### config.mk
export PLATFORM = sky130hd
export DESIGN_NAME = ones101_counter
export DESIGN_NICKNAME = d
export VERILOG_FILES = /design/src/rtl/ones101_counter.sv
export SDC_FILE = /design/constraint.sdc
export NUM_CORES = 1
export LEC_CHECK = 0
export BUFFER_PORTS_ARGS = -buffer_cell sky130_fd_sc_hd__buf_2
export CAP_MARGIN = 40
export CELL_PAD_IN_SITES_DETAIL_PLACEMENT = 0
export CELL_PAD_IN_SITES_GLOBAL_PLACEMENT = 1
export CORE_ASPECT_RATIO = 0.5
export CORE_MARGIN = 2
export CORE_UTILIZATION = 43
export DETAILED_ROUTE_END_ITERATION = 8
export MAX_ROUTING_LAYER = met4
export PLACE_DENSITY_LB_ADDON = 0.12
export SYNTH_ARGS = -nofsm -noshare
export SYNTH_HDL_FRONTEND = slang
export SYNTH_SLANG_ARGS = --single-unit
### constraint.sdc
create_clock -name vclk -period 34.8
set_clock_uncertainty 0.1 [all_clocks]
set_input_delay 10.44 -clock vclk [all_inputs]
set_output_delay 10.44 -clock vclk [all_outputs]
set_load 0.005 [all_outputs]
### src/rtl/ones101_counter.sv
module ones101_counter #(
  parameter int W  = 32,
  parameter int CW = $clog2(W / 3 + 1)
) (
  input  logic [W-1:0]  din,
  output logic [CW-1:0] count
);
  localparam int NG = W / 4;
  localparam int LV = $clog2(NG);
  localparam int NP = 1 << LV;
  localparam int SW = $clog2(W + 1);

  logic [W-1:0]  hit;
  logic [W-1:0]  mark;
  logic [2:0]    grp [NG];
  logic [SW-1:0] total;

  // a 101 centred on bit n; a mark survives unless a mark above already took bit n+1
  for (genvar n = 0; n < W; n++) begin : g_pos
    if (n == 0 || n == W - 1) begin : g_edge
      assign hit[n]  = 1'b0;
      assign mark[n] = 1'b0;
    end else begin : g_mid
      assign hit[n] = din[n+1] & ~din[n] & din[n-1];
      if (n == W - 2) begin : g_top
        assign mark[n] = hit[n];
      end else if (n == W - 3) begin : g_top1
        assign mark[n] = hit[n] & ~mark[n+1];
      end else begin : g_gen
        assign mark[n] = hit[n] & ~mark[n+1] & ~mark[n+2];
      end
    end
  end

  for (genvar g = 0; g < NG; g++) begin : g_grp
    assign grp[g] = {2'b00, mark[4*g]}   + {2'b00, mark[4*g+1]}
                  + {2'b00, mark[4*g+2]} + {2'b00, mark[4*g+3]};
  end

  for (genvar l = 0; l <= LV; l++) begin : lvl
    logic [SW-1:0] s [NP >> l];
    for (genvar i = 0; i < (NP >> l); i++) begin : nd
      if (l == 0) begin : g_leaf
        if (i < NG) begin : g_used
          assign s[i] = SW'(grp[i]);
        end else begin : g_pad
          assign s[i] = '0;
        end
      end else begin : g_add
        assign s[i] = lvl[l-1].s[2*i] + lvl[l-1].s[2*i+1];
      end
    end
  end

  assign total = lvl[LV].s[0];
  assign count = total[CW-1:0];
endmodule


* After elaboration in Yosys (flattened, before gate mapping) *
Cells that the tools add are included.

storage, ports and cells
  bits in latches = 0
  memories = 0
  output and inout port bits = 4
  logic and storage cells = 205
  input port bits = 32
  flip-flop bits (word level) = 0
  bits in writable memories = 0
  bits in read-only memories = 0

operators by class
  eq/ne operators = 0
  divide/modulo/power cells = 0
  multiplexer cells = 0
  add/sub/neg operators = 29
  shifts and indexed selects = 0
  multipliers = 0
  bitwise operators = 176
  magnitude comparators = 0
  reductions and logical operators = 0

operators with widths
  kind                                    count
  1-bit bitwise AND                       117
  1-bit inverter                          59
  2-bit by 1-bit adder with 3-bit output  8
  3-bit by 1-bit adder with 3-bit output  6
  1-bit by 1-bit adder with 2-bit output  8
  3-bit by 3-bit adder with 4-bit output  4
  4-bit adder                             3

* Depth between registers and ports, before layout *
  depth in word-level cells = 94
  mapped depth = 21
  mapped depth without buffers = 21

* Worst setup path before layout *
No wires, ideal clock.

  kind = input -> output
  start = input din[21]
  end = output count[3]
  path buffers = 0
  required time = 24.260 ns
  data arrival time = 15.394 ns
  setup slack = 8.866 ns
  stages on the path = 18
  path through = nand3b_1 or4_1 a21o_1 a21oi_2 nand4b_1 fa_1 fa_1 fa_1 fa_1 inv_1 fa_1 inv_1 fa_1 inv_1 ha_1 a21o_1 a21oi_1 xnor2_1

on the way
  word-level cells in the longest chain between the ends = 71
  elaborated cells between the ends (all ways) = 94
  those cells by class = 23 x add/sub; 71 x bitwise

ends and longest elaborated chain
  element                                 RTL line  source
  from (decl)                             5         input logic [W-1:0] din,
  1-bit bitwise AND                       24        assign hit[n] = din[n+1] & ~din[n] & din[n-1];
  1-bit bitwise AND (2 in a row)          30        assign mark[n] = hit[n] & ~mark[n+1] & ~mark[n+2];
  1-bit inverter                          30
  1-bit bitwise AND (2 in a row)          30
  1-bit inverter                          30
  1-bit bitwise AND (2 in a row)          30
  1-bit inverter                          30
  1-bit bitwise AND (2 in a row)          30
  [49 not listed]                         --
  1-bit bitwise AND (2 in a row)          30
  1-bit inverter                          30
  1-bit bitwise AND (2 in a row)          30
  1-bit by 1-bit adder with 2-bit output  37        + {2'b00, mark[4*g+2]} + {2'b00, mark[4*g+3]};
  2-bit by 1-bit adder with 3-bit output  37
  3-bit by 3-bit adder with 4-bit output  50        assign s[i] = lvl[l-1].s[2*i] + lvl[l-1].s[2*i+1];
  4-bit adder                             50
  4-bit adder *                           50
  to (decl)                               6         output logic [CW-1:0] count

Mark *: on every way between the ends. The rest lies on a longest branch, timed or not.

* Worst setup path after layout *
Same ends and word-level chain as after synthesis.

==> reports/metrics.cfg <==
[run_status]
status = complete, no violations

[drt]
vias_per_cell = 5.00
drtIter0Drc = 22
vias = 1064
routedWlPerCell_um = 11.9
antenna_left = 0
dr.pass1.iters = 4
wl_um = 2540
drc = 0

[floorplanning]
start_util_pct = 45.0
core_um2 = 2590
dieArea_um2 = 3160
io_pins = 36
die_w_um = 77.6
die_y_um = 40.8
num_rows = 13

[finish]
design.seq.count = 0
nets = 238
fin_cells = 213
seqCellArea_um2 = 0
final_cell_mix = 36 x buf_2, 30 x inv_1, 18 x fa_1
design_area_um2 = 1380
syn2layout_area_growth_pct = 18.2
nClkBuffers = 0
layout-drive-gt1-share_pct = 24.4
final_common_cell = buf_2
utilization_pct = 53.2
antenna_cells = 0
fill_cells = 258

[sta]
fmax_ghz = 0.0380
rsz0062_at_grt = no
fin_tns_setup_ps = 0
worst_pin_slew_ps = 480
finalSetupViolations = 0
period_minus_slack_ps = 26340
slew_headroom_pct = 67.5
finalMaxSlewViolations = 0
hold_viol = 0
period_share_pct = 75.7

[place]
dp_hpwl_um = 2370
place.gp.congestion = 0.777
dp_cells = 213
place_area_um2 = 1380
io_buffers = 36

[grt]
grt_pass1_wl_um = 4200
grt_pass1_vias = 991
antenna_found_initial = 0
overflow = 0
grt.total_usage_pct = 17.7
grt_max_degree = 7

[synth]
yosys_warnings = 0
yosysSeqAreaShare_pct = 0
ys_types = 38
syn_avg_cell_area_um2 = 8.08
syn_area_um2 = 1160
synth_area_leaders = fa_1 31%, ha_1 11%, inv_1 9.7%
syn-num-nets = 204
yosys.area.top_type = fa_1
syn-instance-count = 144
yosysTopAreaCellShare_pct = 31.0

[worst_setup_path]
crit_fanout = 3
worstSetupEndpointType = output pin
critPathRequiredTime_ps = 24260
crit_path_start_kind = input port
arrival_ps = 15800
crit_type = in2out

[power]
power.total_mw = 0.0343
p_per_area_nw_per_um2 = 24.9
p_leak_nw = 0.705
ir_drop_mv = 0.0215

[cts]
cts_resized = 0
postCtsSetupBuffers = 0
holdBufCountCts = 0

[min_path]
min_path_type = in2out

[flow_run]
drv_cap = 0

synthesized netlist by cell type (all sizes together), types with 2 or more instances:
cell and n:
inv 30, fa 18, nand2 12, ha 10
nand3b 8, nor2b 8, a21oi 6, clkbuf 4
nand2b 4, nand3 4, nor2 4, o21ai 4
a21o 3, a31oi 3, and3b 2, nand4b 2
o311ai 2, xnor2 2, xor2 2
stage by stage:
stage	hold slack, ps	setup WS [ps]
6_report	21400	8460
5_1_grt	21440	8140
4_1_cts	21400	8420
3_5_place_dp	21390	8430
3_3_place_gp	21400	8540
2_1_floorplan	21170	8870
cell families (layout without fill, tap and decap cells):
logic type	after synthesis	in the layout	synth area share [%]
xor+xnor	4	4	3.01
fa+ha+maj	28	28	41.7
simple gates	54	54	28.3
buf+inv	34	66	11.0
compound gates	24	24	16.0
worst max-delay path: stages:
cell and delay (ps):
buf_2 110, nand3b_1 180, or4_1 520, a21o_1 220
a21oi_2 180, nand4b_1 140, fa_1 520, fa_1 440
fa_1 430, fa_1 510, inv_1 50, fa_1 530
inv_1 50, fa_1 520, inv_1 60, ha_1 290
a21o_1 170, a21oi_1 170, xnor2_1 130, buf_2 130
cell type report:
cell class / count / area (µm²) / share of cell area [%]
multi-input combinational: 110 / 1040 / 75.3
timing repair buffer: 36 / 180 / 13.1
inverter: 30 / 113 / 8.19
tap: 37 / 46.3 / 3.37
layer usage:
layer	vias to the layer above	share of wire [%]	track usage (%)
li1	546	-	-
met1	485	54	25.9
met2	33	40	30.4
met3	0	5.6	0.220
met4	0	0	0
met5	-	0	-
report_power, final:
group	internal [mW]	switching, mW	leakage [nW]	total, mW
sequential	0	0	0	0
combinational	0.0160	0.0183	0.705	0.0343
clock	0	0	0	0
path summary, 6_finish.rpt:
check / start / to / cells past startpoint
max: din[21] / count[3] / 20
min: din[2] / count[0] / 5
(Power assumes the default switching activity.)
